<file path="src/rtl/pa_pkg.sv">
package pa_pkg;
    localparam int DATA_W  = 8;
    localparam int ADDR_W  = 2;
    localparam int PRESC_W = 6;

    localparam logic [ADDR_W-1:0] A_CTRL = 2'd0;
    localparam logic [ADDR_W-1:0] A_CNT  = 2'd1;
    localparam logic [ADDR_W-1:0] A_STAT = 2'd2;

    localparam int B_EN    = 6;
    localparam int B_MODE  = 5;
    localparam int B_POL   = 4;
    localparam int B_CHSEL = 2;

    typedef struct packed {
        logic       en;
        logic       mode;
        logic       pol;
        logic       chsel;
        logic [1:0] rate;
    } ctrl_t;

    function automatic logic [DATA_W-1:0] ctrl_pack(ctrl_t c);
        logic [DATA_W-1:0] b;
        b          = '0;
        b[B_EN]    = c.en;
        b[B_MODE]  = c.mode;
        b[B_POL]   = c.pol;
        b[B_CHSEL] = c.chsel;
        b[1:0]     = c.rate;
        return b;
    endfunction

    function automatic ctrl_t ctrl_unpack(logic [DATA_W-1:0] b);
        ctrl_t c;
        c.en    = b[B_EN];
        c.mode  = b[B_MODE];
        c.pol   = b[B_POL];
        c.chsel = b[B_CHSEL];
        c.rate  = b[1:0];
        return c;
    endfunction
endpackage

</file>
<file path="src/rtl/pa_sync_edge.sv">
module pa_sync_edge #(
    parameter int STAGES = 2
) (
    input  logic clk,
    input  logic rst_n,
    input  logic din,
    output logic level,
    output logic rise,
    output logic fall
);
    localparam int SH_W = STAGES + 1;

    logic [SH_W-1:0] sh_d, sh_q;

    always_comb begin
        sh_d  = {sh_q[SH_W-2:0], din};
        level = sh_q[STAGES-1];
        rise  = sh_q[STAGES-1] & ~sh_q[STAGES];
        fall  = ~sh_q[STAGES-1] & sh_q[STAGES];
    end

    always_ff @(posedge clk or negedge rst_n) begin
        if (!rst_n) sh_q <= '0;
        else        sh_q <= sh_d;
    end
endmodule

</file>
<file path="src/rtl/pa_prescaler.sv">
module pa_prescaler #(
    parameter int WIDTH = 6
) (
    input  logic clk,
    input  logic rst_n,
    input  logic run,
    output logic tick
);
    logic [WIDTH-1:0] cnt_d, cnt_q;

    always_comb begin
        cnt_d = run ? cnt_q + 1'b1 : '0;
        tick  = run && (cnt_q == {WIDTH{1'b1}});
    end

    always_ff @(posedge clk or negedge rst_n) begin
        if (!rst_n) cnt_q <= '0;
        else        cnt_q <= cnt_d;
    end
endmodule

</file>
<file path="src/rtl/pulse_tally.sv">
module pulse_tally
    import pa_pkg::*;
#(
    parameter int SYNC_STAGES = 2
) (
    input  logic              clk,
    input  logic              rst_n,
    input  logic              pulse_in,
    input  logic [ADDR_W-1:0] bus_addr,
    input  logic              bus_wr,
    input  logic [DATA_W-1:0] bus_wdata,
    output logic [DATA_W-1:0] bus_rdata,
    output logic              ovf_flag
);
    typedef struct packed {
        ctrl_t             ctrl;
        logic [DATA_W-1:0] cnt;
        logic              ovf;
    } state_t;

    state_t st_d, st_q;

    logic lvl, rise, fall, tick;
    logic inc, wr_ctrl, wr_cnt, clr_ovf;
    logic ctrl_en;
    logic [DATA_W-1:0] cnt_val;

    pa_sync_edge #(.STAGES(SYNC_STAGES)) i_sync (
        .clk(clk), .rst_n(rst_n), .din(pulse_in),
        .level(lvl), .rise(rise), .fall(fall)
    );

    pa_prescaler #(.WIDTH(PRESC_W)) i_presc (
        .clk(clk), .rst_n(rst_n), .run(st_q.ctrl.en), .tick(tick)
    );

    always_comb begin
        wr_ctrl = bus_wr && (bus_addr == A_CTRL);
        wr_cnt  = bus_wr && (bus_addr == A_CNT);
        clr_ovf = bus_wr && (bus_addr == A_STAT) && bus_wdata[0];

        inc = 1'b0;
        if (st_q.ctrl.en) begin
            if (!st_q.ctrl.mode) inc = st_q.ctrl.pol ? rise : fall;
            else                 inc = tick && (lvl != st_q.ctrl.pol);
        end

        st_d = st_q;
        if (wr_ctrl) st_d.ctrl = ctrl_unpack(bus_wdata);

        if (wr_cnt)   st_d.cnt = bus_wdata;
        else if (inc) st_d.cnt = st_q.cnt + 1'b1;

        if (clr_ovf) st_d.ovf = 1'b0;
        if (inc && !wr_cnt && (st_q.cnt == {DATA_W{1'b1}})) st_d.ovf = 1'b1;

        case (bus_addr)
            A_CTRL:  bus_rdata = ctrl_pack(st_q.ctrl);
            A_CNT:   bus_rdata = st_q.cnt;
            A_STAT:  bus_rdata = {{(DATA_W-1){1'b0}}, st_q.ovf};
            default: bus_rdata = '0;
        endcase

        ovf_flag = st_q.ovf;
        ctrl_en  = st_q.ctrl.en;
        cnt_val  = st_q.cnt;
    end

    always_ff @(posedge clk or negedge rst_n) begin
        if (!rst_n) st_q <= '0;
        else        st_q <= st_d;
    end
endmodule


</file>
<file path="config.mk">
export PLATFORM = sky130hd
export DESIGN_NAME = pulse_tally
export DESIGN_NICKNAME = d
export VERILOG_FILES = /design/src/rtl/pa_pkg.sv /design/src/rtl/pa_sync_edge.sv /design/src/rtl/pa_prescaler.sv /design/src/rtl/pulse_tally.sv
export SDC_FILE = /design/constraint.sdc
export NUM_CORES = 1
export LEC_CHECK = 0
export CAP_MARGIN = 5
export CORE_UTILIZATION = 30
export DETAILED_ROUTE_END_ITERATION = 10
export SLEW_MARGIN = 0
export SYNTH_ARGS = -nofsm -noshare
export SYNTH_HDL_FRONTEND = slang
export SYNTH_SLANG_ARGS = --single-unit
export TNS_END_PERCENT = 100
</file>
<file path="constraint.sdc">
create_clock -name clk -period 5.15 [get_ports clk]
set_clock_uncertainty 0.05 [all_clocks]
set_input_delay 1.03 -clock clk [delete_from_list [all_inputs] [get_ports clk]]
set_output_delay 1.03 -clock clk [all_outputs]
set_load 0.03 [all_outputs]
</file>
Yosys cells after proc, flatten, opt, wreduce, memory -nomap -nowiden
Index checks and enable logic that the tools add are counted.
{"block": "op_classes", "add_sub_neg": 2, "eq_ne": 5, "mux": 9, "n_bitwise": 4, "reduce_logical": 12}
{"cell": "$pmux W8 S3", "n": 1}
{"cell": "$mux W8", "n": 2}
{"cell": "$add A8 B1 Y8 const B", "n": 1}
{"cell": "$eq A8 B8 Y1 const B", "n": 1}
{"cell": "$logic_and A1 B1 Y1", "n": 8}
{"cell": "$add A6 B1 Y6 const B", "n": 1}
{"cell": "$eq A6 B6 Y1 const B", "n": 1}
{"cell": "$mux W6", "n": 1}
{"cell": "$mux W1", "n": 5}
{"cell": "$reduce_bool A2 Y1", "n": 2}
{"cell": "$and A1 B1 Y1", "n": 2}
{"cell": "$eq A2 B1 Y1 const B", "n": 1}
{"cell": "$eq A2 B2 Y1 const B", "n": 1}
{"cell": "$logic_not A2 Y1", "n": 1}
{"cell": "$not A1 Y1", "n": 2}
{"cell": "$logic_not A1 Y1", "n": 1}
{"cell": "$ne A1 B1 Y1", "n": 1}
{"block": "word_totals", "regBits": 24, "in_bits": 14, "out_inout_bits": 9, "elab_cells": 41}

Depth between registers and ports, before layout
Gate-level depths: netlist of the first run.
{"block": "logic_depth", "word_depth": 8, "depth_mapped": 6, "mapped_depth_nobuf": 5}

By module
A second synthesis of the first run with hierarchy kept.
{"block": "hier_totals", "hier_cells": 121, "hier_area_um2": 1305.0}
{"mod": "pulse_tally", "instances": 1, "cells_per_inst": 92, "area_per_inst_um2": 944.7, "seq_area_each_um2": 375.4}
{"mod": "pa_prescaler", "instances": 1, "cells_per_inst": 24, "area_per_inst_um2": 270.3, "seq_area_each_um2": 150.1}
{"mod": "pa_sync_edge", "instances": 1, "cells_per_inst": 5, "area_per_inst_um2": 90.1, "seq_area_each_um2": 75.1}

Worst setup path after synthesis of the first run
No wires, ideal clock.
{"block": "synth_path", "path_kind": "input to output", "from": "in bus_addr[0]", "to": "out bus_rdata[0]", "arrival_ps": 1951, "required_ps": 4070, "slack_ps": 2119, "stages": 3, "path_buffers": 1, "path_cell_list": "buf_1 > mux2i_1 > o21ai_1"}
{"block": "synth_between", "elab_chain_cells": 2, "elab_cells_between_ends": 4, "cone_classes": "eq/ne (2); mux (1); reduce/logical (1)"}
{"item": "from (decl)", "line_no": "pulse_tally.sv:9", "rtl": "input logic [ADDR_W-1:0] bus_addr,"}
{"item": "$eq A2 B2 Y1 (tied with other cells)", "line_no": "pulse_tally.sv:57", "rtl": "case (bus_addr)"}
{"item": "$pmux W8 S3 *", "line_no": "pulse_tally.sv:57"}
{"item": "to (decl)", "line_no": "pulse_tally.sv:12", "rtl": "output logic [DATA_W-1:0] bus_rdata,"}
Every way passes the cells marked *; elsewhere a longest branch is shown, timed or not.

Final worst setup path of the first run
{"block": "layout_path", "from": "in bus_addr[0]", "to": "out bus_rdata[5]"}
The elaborated chain is that of the path after synthesis.

==> insert_results.sql, run 1 <==
INSERT INTO impl_metrics (metric_group, metric, value, unit) VALUES
('drt', 'initial_drt_markers', '30', ''),
('die', 'floorplan.die.width', '68.5', 'um'),
('placed_design', 'io_buffer_count', '22', ''),
('placed_design', 'detailed_place_hpwl', '1.96', 'mm'),
('timing', 'finalWorstPathRequiredPeriod', '3920', 'ps'),
('timing', 'worstMarginPinSlew', '1060', 'ps'),
('worst_setup_path', 'critical_path_arrival', '2840', 'ps'),
('cells_and_area', 'nets', '159', ''),
('yosys', 'syn-num-nets', '138', ''),
('timing', 'max-slew-margin-rel', '29.1', '%'),
('worst_setup_path', 'critical_path_required', '4070', 'ps'),
('timing', 'finalHoldViolCount', '0', ''),
('drt', 'detail_route.wirelength', '2.81', 'mm'),
('job', 'max_cap_viol_count', '0', ''),
('die', 'initial_utilization', '32.2', '%'),
('clock_network', 'post_cts.resized_instances', '0', ''),
('drt', 'viasPerCell', '5.43', ''),
('global_route', 'grt_overflow', '0', ''),
('die', 'core-area', '4120', 'um2'),
('global_route', 'first_pass_grt_wire_length', '4.89', 'mm'),
('cells_and_area', 'count_of_antenna_diodes_in_the_layout', '0', ''),
('die', 'io_pins', '23', ''),
('die', 'die_height', '68.5', 'um'),
('cells_and_area', 'final_core_utilization', '39.4', '%'),
('global_route', 'grt_start_max_net_pins', '25', ''),
('yosys', 'sequential_share_of_the_synthesized_area', '45.3', '%'),
('global_route', 'grt_antenna_before_repair', '0', ''),
('cells_and_area', 'finish.instance_area', '1620', 'um2'),
('timing', 'fmax', '0.255', 'GHz'),
('yosys', 'yosys.cell_types.count', '36', ''),
('yosys', 'avgSynthCellArea', '10.9', 'um2'),
('status', 'outcome', 'completed', ''),
('yosys', 'synth_instances', '122', ''),
('worst_setup_path', 'worstSetupStartpoint', 'bus_addr[0]', ''),
('power', 'max-vdd-ir-drop', '0.126', 'mV'),
('clock_network', 'cts_max_level', '1', ''),
('cells_and_area', 'proportion_of_layout_cells_with_a_drive_suffix_above_1', '7.04', '%'),
('yosys', 'synth_top_cell_by_area', 'dfrtp_1', ''),
('clock_network', 'cts.clk_slew.worst_paths', '80', 'ps'),
('placed_design', 'finalWeightedCongestion', '0.820', ''),
('worst_setup_path', 'crit-reg2reg-launch', 'i_presc.cnt_q[0]$_DFF_PN0_', ''),
('yosys', 'netlist_top_cells_area', 'dfrtp_1 (45%), mux2i_1 (4.5%), mux2_1 (4.2%), a311oi_4 (4.0%), nor2_1 (3.7%)', ''),
('clock_network', 'post_cts.repair.setup_buffers', '0', ''),
('worst_setup_path', 'worstPathMaxFanout', '12', ''),
('power', 'powerDensity', '370', 'nW/um2'),
('drt', 'drt_pass1_iterations', '4', ''),
('yosys', 'ys_seq_elements', '24', ''),
('worst_setup_path', 'critical_path_class', 'input pin to output port', ''),
('placed_design', 'placedInstanceArea', '1570', 'um2'),
('die', 'placementRows', '23', ''),
('power', 'static-leakage-power', '0.654', 'nW'),
('die', 'die_area', '4690', 'um2'),
('yosys', 'ys.warnings.count', '0', ''),
('worst_setup_path', 'critPathCaptureType', 'output port', ''),
('clock_network', 'tritoncts_clock_tree', 'done', ''),
('timing', 'final_max_slew_viol_count', '0', ''),
('timing', 'setup-tns-final', '0', 'ps'),
('clock_network', 'cts.sinks', '24', ''),
('timing', 'holdWs', '305', 'ps'),
('global_route', 'grt.total_usage', '14.3', '%'),
('clock_network', 'cts_root_buffer', 'clkbuf_8', ''),
('worst_hold_path', 'hold_path.startpoint', 'i_sync.sh_q[0]$_DFF_PN0_', ''),
('timing', 'setup_violations', '0', ''),
('worst_hold_path', 'worstHoldPathType', 'flip-flop to flip-flop', ''),
('timing', 'final_min_period_over_clock_period', '76.1', '%'),
('clock_network', 'ctsHoldBuffers', '0', ''),
('global_route', 'grt_pass1_vias', '993', ''),
('drt', 'avgRoutedWirePerCell', '14.6', 'um'),
('yosys', 'synth_top_area_share', '45.3', '%'),
('clock_network', 'clk_latency', '260', 'ps'),
('drt', 'routed_vias', '1042', ''),
('timing', 'rsz0062_at_grt', 'false', ''),
('drt', 'ant_nets', '0', ''),
('cells_and_area', 'flow.area_growth_from_synthesis', '22.4', '%'),
('clock_network', 'max_root_sink_buffers', '2', ''),
('clock_network', 'cts_inserted_buffers', '3', ''),
('yosys', 'syn-cell-area', '1330', 'um2'),
('worst_setup_path', 'worstSetupStartpointType', 'input pin', ''),
('drt', 'post-route-drc-count', '0', '');
[report_power, final]
part | internal [mW] | switching [mW] | total [mW]
Clock | 0.0683 | 0.0590 | 0.127
Combinational | 0.0905 | 0.0990 | 0.190
Sequential | 0.231 | 0.0529 | 0.283
Total | 0.389 | 0.211 | 0.600
[layout make-up]
cell class,instances,area (um2)
Tap cell,50,62.6
Fill cell,414,2490
Timing Repair Buffer,22,220
Clock buffer,4,55.1
Inverter,4,15.0
Sequential cell,24,601
Multi-Input combinational cell,88,669
[registers in the layout, summed over array words and instances, names as in the netlist]
signal and cells:
cnt_val 8, i_sync.sh_q 3, ctrl_en 1, st_q 5, ovf_flag 1, i_presc.cnt_q 6
[worst max-delay path: stages]
cell and delay, ps:
clkdlybuf4s50_1 820, mux2i_1 140, nor2_1 140, clkdlybuf4s50_1 700
[path summary, 6_finish.rpt]
check,to,slack [ps],cells past startpoint
max,bus_rdata[5],1230,4
min,i_sync.sh_q[1]$_DFF_PN0_,310,0
max reg2reg,cnt_val[6]$_DFFE_PN0P_,3070,5
min reg2reg,i_sync.sh_q[1]$_DFF_PN0_,310,0
max in group asynchronous,i_presc.cnt_q[2]$_DFF_PN0_,3130,1
min in group asynchronous,ovf_flag$_DFFE_PN0P_,1280,1
[logic make-up (layout without fill, tap and decap cells)]
kind of cell | count (synthesis) | count (layout) | synth area share (%)
AO/OA/AOI/OAI | 21 | 21 | 13.5
XOR/XNOR | 4 | 4 | 2.64
adder cells (fa/ha/maj) | 2 | 2 | 1.89
buffers and inverters | 10 | 30 | 4.24
flip-flops | 24 | 24 | 45.3
multiplexers | 11 | 11 | 8.77
AND/OR/NAND/NOR | 50 | 50 | 23.7
[Yosys cell counts]
master / instances
or4_1: 6
nand4b_1: 1
nand4_1: 2
and3_1: 1
nor3b_2: 1
and4_4: 1
ha_1: 2
nand3_1: 4
or3_1: 2
buf_1: 1
nand2_1: 4
xnor2_1: 3
and4bb_4: 1
dfrtp_1: 24
nand3b_1: 2
xor2_1: 1
o21ai_1: 3
inv_1: 4
buf_6: 2
and3b_1: 2
and3_2: 1
and4bb_1: 1
nor2_1: 13
nor4_1: 1
o31ai_1: 6
a21o_1: 1
buf_4: 1
mux2_1: 5
mux2i_1: 6
a31oi_1: 7
and4_1: 1
o211ai_1: 2
and2_1: 3
clkbuf_1: 2
a311oi_4: 2
nor2b_1: 3
[placed cells by master, fill, tap and decap left out, types with 4 or more instances in the layout]
cell type         n
dfrtp_1          24
clkdlybuf4s50_1  22
nor2_1           13
a31oi_1           7
mux2i_1           6
o31ai_1           6
or4_1             6
mux2_1            5
nand3_1           4
nand2_1           4
inv_1             4
clkbuf_8          4
[routing by layer]
metal	vias to the layer above	wire, um	GRT usage, %
li1	502	-	-
met1	505	1240	17.9
met2	33	1380	23.3
met3	2	188	4.77
met4	0	8	3.91
met5	-	0	0
[per-stage QoR]
step	setup WS, ps	cells	total power, mW
6_report	1230	192	0.600
5_1_grt	1120	192	0.648
4_1_cts	1220	192	0.609
3_5_place_dp	1230	188	0.476
3_3_place_gp	1220	188	0.470
2_1_floorplan	2120	122	0.411
(Power assumes the default switching activity.)
==> inputs of run 2 (changes only) <==
Clock period 5.15 ns to 4 ns, I/O delays scaled along.
==> insert_results.sql, run 2 (synthesized netlist as in run 1, its figures left out) <==
INSERT INTO impl_metrics (metric_group, metric, value, unit) VALUES
('status', 'outcome', 'completed', ''),
('drt', 'routed_vias', '1012', ''),
('power', 'powerDensity', '462', 'nW/um2'),
('drt', 'viasPerCell', '5.27', ''),
('power', 'static-leakage-power', '0.651', 'nW'),
('drt', 'avgRoutedWirePerCell', '14.7', 'um'),
('placed_design', 'detailed_place_hpwl', '1.99', 'mm'),
('global_route', 'grt_antenna_before_repair', '0', ''),
('global_route', 'globalRouteMet1Util', '18.3', '%'),
('timing', 'final_min_period_over_clock_period', '86.9', '%'),
('cells_and_area', 'flow.area_growth_from_synthesis', '21.9', '%'),
('global_route', 'grt_pass1_vias', '1036', ''),
('power', 'int_power', '0.481', 'mW'),
('worst_hold_path', 'worstHoldPathType', 'flip-flop to flip-flop', ''),
('die', 'die_area', '4690', 'um2'),
('global_route', 'grt.total_usage', '14.3', '%'),
('clock_network', 'clk_latency', '260', 'ps'),
('clock_network', 'tritoncts_clock_tree', 'done', ''),
('clock_network', 'post_cts.repair.setup_buffers', '0', ''),
('placed_design', 'finalWeightedCongestion', '0.818', ''),
('clock_network', 'post_cts.resized_instances', '0', ''),
('cells_and_area', 'count_of_antenna_diodes_in_the_layout', '0', ''),
('global_route', 'grt_start_max_net_pins', '25', ''),
('power', 'pwr-share-clk', '18.4', '%'),
('timing', 'rsz0062_at_grt', 'false', ''),
('global_route', 'grt_overflow', '0', ''),
('global_route', 'first_pass_grt_wire_length', '4.96', 'mm'),
('clock_network', 'cts_inserted_buffers', '3', ''),
('worst_setup_path', 'critPathCaptureType', 'output port', ''),
('cells_and_area', 'proportion_of_layout_cells_with_a_drive_suffix_above_1', '7.04', '%'),
('power', 'power.sequential.fraction', '48.8', '%'),
('power', 'max-vdd-ir-drop', '0.263', 'mV'),
('worst_setup_path', 'critical_path_class', 'input pin to output port', ''),
('timing', 'setup_violations', '0', ''),
('cells_and_area', 'commonest_non_fill_non_tap_cell_in_the_layout', 'dfrtp_1', ''),
('global_route', 'grt.met2_usage', '24.4', '%'),
('worst_setup_path', 'critical_path.most_common_cell', 'clkdlybuf4s50_1', ''),
('timing', 'fmax', '0.288', 'GHz'),
('placed_design', 'placedInstanceArea', '1580', 'um2'),
('worst_setup_path', 'worstPathMaxFanout', '12', ''),
('timing', 'finalHoldViolCount', '0', ''),
('global_route', 'grt.busiest_layer', 'met2', ''),
('power', 'netSwitchingPower', '0.266', 'mW'),
('die', 'io_pins', '23', ''),
('timing', 'holdWs', '303', 'ps'),
('clock_network', 'ctsHoldBuffers', '0', ''),
('die', 'die_height', '68.5', 'um'),
('drt', 'ant_nets', '0', ''),
('clock_network', 'cts_root_buffer', 'clkbuf_8', ''),
('clock_network', 'max_root_sink_buffers', '2', ''),
('cells_and_area', 'largest_register_ff_count', '8', ''),
('placed_design', 'io_buffer_count', '22', ''),
('worst_setup_path', 'worstSetupStartpointType', 'input pin', ''),
('timing', 'finalWorstPathRequiredPeriod', '3470', 'ps'),
('drt', 'initial_drt_markers', '66', ''),
('worst_setup_path', 'critical_path.max_stage_delay', '840', 'ps'),
('timing', 'worstMarginPinSlew', '1070', 'ps'),
('worst_setup_path', 'cp_cell_sequence', 'clkdlybuf4s50_1 -> mux2i_1 -> nor2_1 -> clkdlybuf4s50_1', ''),
('timing', 'final_max_slew_viol_count', '0', ''),
('power', 'combPwrFrac', '32.7', '%'),
('power', 'finalPower', '0.748', 'mW'),
('timing', 'max-slew-margin-rel', '28.6', '%'),
('cells_and_area', 'finish.instance_area', '1620', 'um2'),
('clock_network', 'cts.sinks', '24', ''),
('job', 'max_cap_viol_count', '0', ''),
('timing', 'setup-tns-final', '0', 'ps'),
('power', 'switching_power_share_of_the_total', '35.6', '%'),
('global_route', 'use_met3', '4.28', '%'),
('worst_setup_path', 'critical_path_required', '3150', 'ps'),
('cells_and_area', 'nets', '160', ''),
('worst_setup_path', 'r2r_setup_slack', '1960', 'ps'),
('cells_and_area', 'layout.cells.most_common_list', 'dfrtp_1 (24), clkdlybuf4s50_1 (22), nor2_1 (13)', ''),
('drt', 'post-route-drc-count', '0', ''),
('worst_setup_path', 'critical_path_arrival', '2620', 'ps'),
('die', 'core-area', '4120', 'um2'),
('clock_network', 'cts.clk_slew.worst_paths', '80', 'ps'),
('worst_setup_path', 'worst_path_max_delay_cell', 'clkdlybuf4s50_1', ''),
('clock_network', 'cts_max_level', '1', ''),
('die', 'floorplan.die.width', '68.5', 'um'),
('die', 'initial_utilization', '32.2', '%'),
('die', 'placementRows', '23', ''),
('drt', 'detail_route.wirelength', '2.82', 'mm'),
('drt', 'drt_pass1_iterations', '4', '');
## run 2: cell count changes in the layout (fill, tap and decap cells not counted)
cell      delta
clkbuf_8     -1
buf_4        +1
## run 2: layout make-up
class / instances / area, um2
multi-input combinational: 88 / 669
inverter: 4 / 15.0
fill: 400 / 2500
tap: 50 / 62.6
sequential: 24 / 601
clock buffer: 3 / 41.3
timing repair buffer: 23 / 228
## run 2: power groups by stage
stage,Combinational [mW],Sequential [mW],Clock [mW]
after floorplan,0.179,0.350,0
after global placement,0.242,0.365,0
after detailed placement,0.245,0.370,0
after CTS,0.247,0.365,0.147
after global routing,0.274,0.378,0.158
final,0.244,0.365,0.138
## run 2: final timing paths
check	depth (start not counted)	start	end
worst min-delay path	0	i_sync.sh_q[0]$_DFF_PN0_	i_sync.sh_q[1]$_DFF_PN0_
worst min register to register	0	i_sync.sh_q[0]$_DFF_PN0_	i_sync.sh_q[1]$_DFF_PN0_
worst max register to register	5	i_presc.cnt_q[0]$_DFF_PN0_	cnt_val[6]$_DFFE_PN0P_
worst max-delay path	4	bus_addr[0]	bus_rdata[5]
min in group asynchronous	1	rst_n	ovf_flag$_DFFE_PN0P_
max in group asynchronous	1	rst_n	i_presc.cnt_q[2]$_DFF_PN0_
## run 2: layer usage
| metal | share of wire, % | wire, um |
|---|---|---|
| met4 | 0.28 | 8 |
| met5 | 0 | 0 |
| met2 | 49 | 1380 |
| met3 | 5.8 | 164 |
| met1 | 45 | 1260 |
## run 2: worst max-delay path, delay by kind of cell
| family | cells | cell delay, ps |
|---|---|---|
| buffers and inverters | 2 | 1530 |
| muxes | 1 | 150 |
| and+or+nand+nor | 1 | 150 |
## run 2: stage by stage
stage               util, %  setup WS [ps]  std cells
floorplan                 -           1430        122
global placement       38.3            526        189
detailed placement     38.3            523        189
CTS                    39.3            509        192
global route           39.3            437        192
finish                 39.3            525        192
==> inputs of run 3 (changes only) <==
Settings changed: CTS_CLUSTER_DIAMETER from default to 200.
==> results of run 3 <==
Final layout, timing and power as in run 2 (identical DEF).
